<file path="config.mk">
export PLATFORM = sky130hd
export DESIGN_NAME = flashctl_irq_regs
export DESIGN_NICKNAME = d
export VERILOG_FILES = /design/src/rtl/fcir_pkg.sv /design/src/rtl/fcir_int_ctrl.sv /design/src/rtl/fcir_cfg_regs.sv /design/src/rtl/fcir_rd_port.sv /design/src/rtl/flashctl_irq_regs.sv
export SDC_FILE = /design/constraint.sdc
export NUM_CORES = 1
export LEC_CHECK = 0
export ABC_CLOCK_PERIOD_IN_PS = 5900
export BUFFER_PORTS_ARGS = -buffer_cell sky130_fd_sc_hd__buf_2
export CAP_MARGIN = 30
export CORE_MARGIN = 5
export CORE_UTILIZATION = 30
export CTS_CLUSTER_DIAMETER = 80
export DETAILED_ROUTE_END_ITERATION = 10
export PLACE_DENSITY = 0.59
export SLEW_MARGIN = 15
export SYNTH_ARGS = -nofsm -noshare
export SYNTH_HDL_FRONTEND = slang
export SYNTH_HIERARCHICAL = 1
export SYNTH_SLANG_ARGS = --single-unit
</file>
<file path="constraint.sdc">
create_clock -name clk -period 5.9 [get_ports clk]
set_input_delay 0.885 -clock clk [delete_from_list [all_inputs] [get_ports clk]]
set_output_delay 0.885 -clock clk [all_outputs]
set_load 0.02 [all_outputs]
</file>
<file path="src/rtl/fcir_pkg.sv">
package fcir_pkg;
  localparam int DW        = 16;
  localparam int NEV       = 4;

  localparam int A_CMD     = 0;
  localparam int A_CFG1    = 1;
  localparam int A_CFG2    = 2;
  localparam int A_STAT    = 3;
  localparam int A_INT     = 4;
  localparam int A_ECC     = 5;

  localparam int MASTER_BIT = 15;
  localparam int DONE_LSB   = 4;
  localparam int ERR_LSB    = 10;
  localparam int POL_BIT    = 6;
  localparam int RDY_BIT    = 7;

  localparam logic [DW-1:0] CFG1_RST     = 16'h40C0;
  localparam logic [DW-1:0] CFG1_RD_MASK = 16'hFFE0;
  localparam logic [DW-1:0] INT_COLD     = 16'h8080;
  localparam logic [DW-1:0] INT_WARM     = 16'h8010;
endpackage

</file>
<file path="src/rtl/fcir_int_ctrl.sv">
module fcir_int_ctrl
  import fcir_pkg::*;
#(
  parameter int W = DW,
  parameter int N = NEV
) (
  input  logic         clk,
  input  logic         rst,
  input  logic         warm_rst,
  input  logic         int_wr,
  input  logic [W-1:0] wdata,
  input  logic [N-1:0] done_ev,
  input  logic [N-1:0] err_ev,
  output logic [W-1:0] int_q,
  output logic [W-1:0] int_nxt,
  output logic [N-1:0] err_q
);
  logic [W-1:0] masked;
  logic [W-1:0] set_vec;
  logic [N-1:0] err_keep;
  logic [N-1:0] err_nxt;

  always_comb begin
    masked  = int_wr ? (int_q & wdata) : int_q;
    set_vec = '0;
    for (int i = 0; i < N; i++) begin
      set_vec[DONE_LSB+i] = done_ev[i];
    end
    set_vec[MASTER_BIT] = |done_ev;
    int_nxt  = masked | set_vec;
    err_keep = (int_wr && !masked[MASTER_BIT]) ? '0 : err_q;
    err_nxt  = err_keep | err_ev;
  end

  always_ff @(posedge clk) begin
    if (rst) begin
      int_q <= INT_COLD;
      err_q <= '0;
    end else if (warm_rst) begin
      int_q <= INT_WARM;
      err_q <= '0;
    end else begin
      int_q <= int_nxt;
      err_q <= err_nxt;
    end
  end

  AST_AND_MASK: assert property (@(posedge clk) disable iff (rst)
    (int_wr && done_ev == '0 && !warm_rst) |=> int_q == $past(int_q & wdata));
  AST_DONE_SETS_MASTER: assert property (@(posedge clk) disable iff (rst)
    (|done_ev) |=> int_q[MASTER_BIT]);
  AST_ERR_WIPE: assert property (@(posedge clk) disable iff (rst)
    (int_wr && !(int_q[MASTER_BIT] && wdata[MASTER_BIT]) && err_ev == '0) |=> err_q == '0);
  AST_ERR_KEEP: assert property (@(posedge clk) disable iff (rst)
    (int_wr && int_q[MASTER_BIT] && wdata[MASTER_BIT] && !warm_rst) |=> (err_q & $past(err_q)) == $past(err_q));
endmodule

</file>
<file path="src/rtl/fcir_cfg_regs.sv">
module fcir_cfg_regs
  import fcir_pkg::*;
#(
  parameter int W = DW
) (
  input  logic         clk,
  input  logic         rst,
  input  logic         warm_rst,
  input  logic         cfg1_wr,
  input  logic         cfg2_wr,
  input  logic         cmd_wr,
  input  logic [W-1:0] wdata,
  input  logic         int_pend,
  output logic [W-1:0] cfg1_q,
  output logic [W-1:0] cfg1_nxt,
  output logic [W-1:0] cfg2_q,
  output logic [W-1:0] cmd_q,
  output logic         cmd_valid,
  output logic         rdy_o
);
  logic cmd_take;

  always_comb begin
    cfg1_nxt = cfg1_wr ? wdata : cfg1_q;
    cmd_take = cmd_wr && !int_pend;
  end

  always_ff @(posedge clk) begin
    if (rst || warm_rst) begin
      cfg1_q    <= CFG1_RST;
      cfg2_q    <= '0;
      cmd_q     <= '0;
      cmd_valid <= 1'b0;
      rdy_o     <= CFG1_RST[RDY_BIT];
    end else begin
      cfg1_q    <= cfg1_nxt;
      cmd_valid <= cmd_take;
      if (cfg2_wr)  cfg2_q <= wdata;
      if (cmd_take) cmd_q  <= wdata;
      if (cfg1_wr)  rdy_o  <= wdata[RDY_BIT];
    end
  end

  AST_CMD_REFUSED: assert property (@(posedge clk) disable iff (rst)
    (cmd_wr && int_pend) |=> (!cmd_valid && $stable(cmd_q)));
  AST_CMD_TAKEN: assert property (@(posedge clk) disable iff (rst)
    (cmd_wr && !int_pend && !warm_rst) |=> (cmd_valid && cmd_q == $past(wdata)));
  AST_RDY_FOLLOWS: assert property (@(posedge clk) disable iff (rst)
    (cfg1_wr && !warm_rst) |=> rdy_o == $past(wdata[RDY_BIT]));
endmodule

</file>
<file path="src/rtl/fcir_rd_port.sv">
module fcir_rd_port
  import fcir_pkg::*;
#(
  parameter int W  = DW,
  parameter int AW = 4
) (
  input  logic          clk,
  input  logic          rst,
  input  logic          rd_en,
  input  logic [AW-1:0] addr,
  input  logic [W-1:0]  cmd_q,
  input  logic [W-1:0]  cfg1_q,
  input  logic [W-1:0]  cfg2_q,
  input  logic [W-1:0]  stat_w,
  input  logic [W-1:0]  int_q,
  output logic [W-1:0]  rd_data,
  output logic          rd_valid
);
  logic [W-1:0] sel;

  always_comb begin
    sel = '0;
    if      (addr == AW'(A_CMD))  sel = cmd_q;
    else if (addr == AW'(A_CFG1)) sel = cfg1_q & CFG1_RD_MASK;
    else if (addr == AW'(A_CFG2)) sel = cfg2_q;
    else if (addr == AW'(A_STAT)) sel = stat_w;
    else if (addr == AW'(A_INT))  sel = int_q;
    else                          sel = '0;
  end

  always_ff @(posedge clk) begin
    if (rst) begin
      rd_data  <= '0;
      rd_valid <= 1'b0;
    end else begin
      rd_valid <= rd_en;
      if (rd_en) rd_data <= sel;
    end
  end

  AST_RD_LATENCY: assert property (@(posedge clk) disable iff (rst)
    rd_en |=> rd_valid);
  AST_ECC_ZERO: assert property (@(posedge clk) disable iff (rst)
    (rd_en && addr == AW'(A_ECC)) |=> rd_data == '0);
endmodule

</file>
<file path="src/rtl/flashctl_irq_regs.sv">
module flashctl_irq_regs
  import fcir_pkg::*;
#(
  parameter int AW = 4
) (
  input  logic          clk,
  input  logic          rst,
  input  logic          warm_rst,
  input  logic          wr_en,
  input  logic          rd_en,
  input  logic [AW-1:0] addr,
  input  logic [DW-1:0] wdata,
  output logic [DW-1:0] rd_data,
  output logic          rd_valid,
  input  logic [NEV-1:0] done_ev,
  input  logic [NEV-1:0] err_ev,
  output logic          cmd_valid,
  output logic [DW-1:0] cmd_code,
  output logic          irq_o,
  output logic          rdy_o
);
  localparam logic IRQ_RST = INT_COLD[MASTER_BIT] ^ ~CFG1_RST[POL_BIT];

  logic          int_wr, cfg1_wr, cfg2_wr, cmd_wr;
  logic [DW-1:0] int_q, int_nxt, cfg1_q, cfg1_nxt, cfg2_q, stat_w;
  logic [NEV-1:0] err_q;

  assign int_wr  = wr_en && addr == AW'(A_INT);
  assign cfg1_wr = wr_en && addr == AW'(A_CFG1);
  assign cfg2_wr = wr_en && addr == AW'(A_CFG2);
  assign cmd_wr  = wr_en && addr == AW'(A_CMD);

  always_comb begin
    stat_w = '0;
    stat_w[ERR_LSB +: NEV] = err_q;
  end

  fcir_int_ctrl #(.W(DW), .N(NEV)) u_int (
    .clk(clk), .rst(rst), .warm_rst(warm_rst), .int_wr(int_wr), .wdata(wdata),
    .done_ev(done_ev), .err_ev(err_ev), .int_q(int_q), .int_nxt(int_nxt),
    .err_q(err_q)
  );

  fcir_cfg_regs #(.W(DW)) u_cfg (
    .clk(clk), .rst(rst), .warm_rst(warm_rst), .cfg1_wr(cfg1_wr),
    .cfg2_wr(cfg2_wr), .cmd_wr(cmd_wr), .wdata(wdata),
    .int_pend(int_q[MASTER_BIT]), .cfg1_q(cfg1_q), .cfg1_nxt(cfg1_nxt),
    .cfg2_q(cfg2_q), .cmd_q(cmd_code), .cmd_valid(cmd_valid), .rdy_o(rdy_o)
  );

  fcir_rd_port #(.W(DW), .AW(AW)) u_rd (
    .clk(clk), .rst(rst), .rd_en(rd_en), .addr(addr), .cmd_q(cmd_code),
    .cfg1_q(cfg1_q), .cfg2_q(cfg2_q), .stat_w(stat_w), .int_q(int_q),
    .rd_data(rd_data), .rd_valid(rd_valid)
  );

  always_ff @(posedge clk) begin
    if (rst || warm_rst) irq_o <= IRQ_RST;
    else                 irq_o <= int_nxt[MASTER_BIT] ^ ~cfg1_nxt[POL_BIT];
  end

  AST_IRQ_POLARITY: assert property (@(posedge clk) disable iff (rst)
    irq_o == (int_q[MASTER_BIT] ^ !cfg1_q[POL_BIT]));
  AST_WARM_VALUE: assert property (@(posedge clk) disable iff (rst)
    warm_rst |=> (int_q == INT_WARM && err_q == '0 && cfg1_q == CFG1_RST));
endmodule

</file>
==> key figures <==
STA
  • Fin Clk Skew: around 0.0052 ns
  • Worst Tran Pin Value: approximately 0.9 ns
  • Slew HR: 38.6%
  • Setup TNS: 0 ns
  • Post-layout minimum cycle time: approximately 2.6 ns
  • Final setup margin: around 3.3 ns
  • Period utilisation layout: approximately 45%
  • Max Transition Viols Final: 0
  • Count of final setup violators: 0
  • Unrepaired setup endpoints after global routing: no
  • Worst hold margin: roughly 0.47 ns
  • Max Freq: 0.379 GHz
  • Endpoints failing hold: 0

Clock tree
  • H-tree depth: 3
  • CTS Sinks: between 80 and 90
  • Post-CTS Setup Inserts: 0
  • Clock Tree Buf Depth: 2
  • CTS resizes: 0
  • Cts bufs inserted: 9
  • Clock slew at reported path FFs: about 0.060 ns
  • Worst-Skew Late Latency: approximately 0.34 ns
  • # hold bufs at CTS: 0
  • Clock root cell: clkbuf_16
  • CTS tree: yes

Floorplan
  • Initial core utilization: a little under a third
  • Die height: between 100 and 150 um
  • Core Area: 12600 sq um
  • Ports: 69
  • Die X: between 100 and 150 um
  • Die area: roughly 15000 sq um
  • Num rows: 41

Drt
  • Drt wl/cell: around 17 um
  • Detailed Route WL: 11.1 mm
  • Router iterations before antenna repair: 5
  • Vias/cell: between 4 and 5
  • Initial DRC count: about 220
  • DRC viols: 0
  • ANT nets after route: 0
  • Total number of vias: between 3000 and 4000

Global route
  • M3 GR Usage: between 3 and 4%
  • Global-route wire length before repair: roughly 17 mm
  • Met1 Use GR: 19.7%
  • Grt total ovfl: 0
  • Largest net degree at the start of global routing: 34
  • Met2 Use GR: 24.5%
  • Initial antenna violation count: 0
  • GR Util All Layers: between 15 and 20%
  • Number of global-route vias before repair: about 3200
  • GR peak layer: met2

Placement
  • Dpl ws: roughly 3 ns
  • Port bufs: a little under 70
  • Dpl cell area: 4240 sq um
  • Dpl hpwl: about 7.7 mm
  • GP Congestion: 0.764
  • Placed cell count: 638

Worst setup path
  • Crit path kind: in -> reg
  • CP Data Arrival Time: just under 3 ns
  • R2R setup slack: approximately 4.4 ns
  • Critical Path Start Type: input pin
  • Crit. End Element: register
  • Slowest cell on crit path: nor2b_2
  • CP max stage delay: around 0.8 ns
  • CP max FO: 20
  • Critical path cell sequence: buf_2 -> or3b_1 -> nor3_1 -> nor2b_2 -> nand2_1 -> a21oi_1
  • CP required: roughly 6 ns

Yosys
  • Synthesized instance count: ~420
  • Yosys warning total: 6
  • Mapped Avg Cell Area: just over 9 sq um
  • Cell area after synthesis: between 3000 and 4000 sq um

Final layout
  • Fraction of layout cells with a size suffix above 1: a little over a quarter
  • Ant. Diodes: 0
  • Final Instance Count excl. Fillers: between 600 and 700
  • P&R area growth vs syn: 19.4%
  • Fin nets: about 510
  • Final instance area: around 4600 sq um
  • Final core occ: 36.5%
  • Fillers: 1285

Power
  • Worst VDD drop: around 0.14 mV
  • Total power draw: roughly 1.3 mW
  • PwrDens: ~280 nW/um^2
  • Leakage: 1.70 nW

Job
  • Max-cap viol count: 0

Outcome
  • Status: complete, no violations

Hold path
  • Worst Hold Class: reg -> reg
[flip-flops by register name, indices dropped and copies added (netlist names)]
signal,flops
u_cfg/cfg2_q,16
u_int/err_q,4
u_cfg/cfg1_q,11
u_cfg/cmd_valid,1
u_cfg/rdy_o,1
u_rd/rd_data,16
u_rd/rd_valid,1
u_int/int_q,16
u_cfg/cmd_q,16
irq_o,1
[cells in the final DEF (no fill, tap or decap), types with 9 or more instances in the layout]
cell / n
o21ai_0: 15
a221o_1: 13
buf_2: 68
nand2b_1: 9
conb_1: 12
nor2_1: 43
mux2i_1: 16
a311oi_2: 10
and2_1: 21
dfxtp_1: 83
a21oi_1: 21
a22oi_1: 10
nand2_1: 61
clkbuf_16: 9
o21a_1: 12
[critical path, delay by kind of cell]
family,cells,cell delay (ns)
AO/OA/AOI/OAI,1,0.17
AND/OR/NAND/NOR,4,1.60
buffers and inverters,1,0.24
[where the power goes]
part           leakage, nW  switching, mW  internal (mW)  total (mW)
combinational        0.862         0.0716         0.0364       0.108
sequential           0.674        0.00555          0.570       0.576
clock                0.162          0.229          0.395       0.624
[final timing paths]
path                                               startpoint  depth (start not counted)                            end
worst max register to register     u_int/int_q[15]$_SDFF_PP1_                          3    u_cfg/cmd_q[1]$_SDFFE_PP0P_
worst max-delay path                                  addr[3]                          6    u_cfg/cmd_q[1]$_SDFFE_PP0P_
worst min register to register  u_rd/rd_data[11]$_SDFFE_PP0P_                          2  u_rd/rd_data[11]$_SDFFE_PP0P_
worst min-delay path            u_rd/rd_data[11]$_SDFFE_PP0P_                          2  u_rd/rd_data[11]$_SDFFE_PP0P_
[routing by layer]
metal  share of wire (%)  wire (um)  vias to the layer above
met5                   0          0                        -
met4                 1.5        163                        0
met3                 5.7        634                       13
met2                  48       5350                       79
met1                  45       4930                     1494
li1                    -          -                     1575
[layout make-up]
class,instances,area [sq um],area share [%]
Clock buffer,11,253,5.50
Clock inverter,5,85.1,1.85
Inverter,6,22.5,0.490
Multi-Input combinational cell,307,1980,43.1
Sequential cell,83,1660,36.2
Tap cell,172,215,4.69
Timing Repair Buffer,72,374,8.15
(Power assumes the default switching activity.)
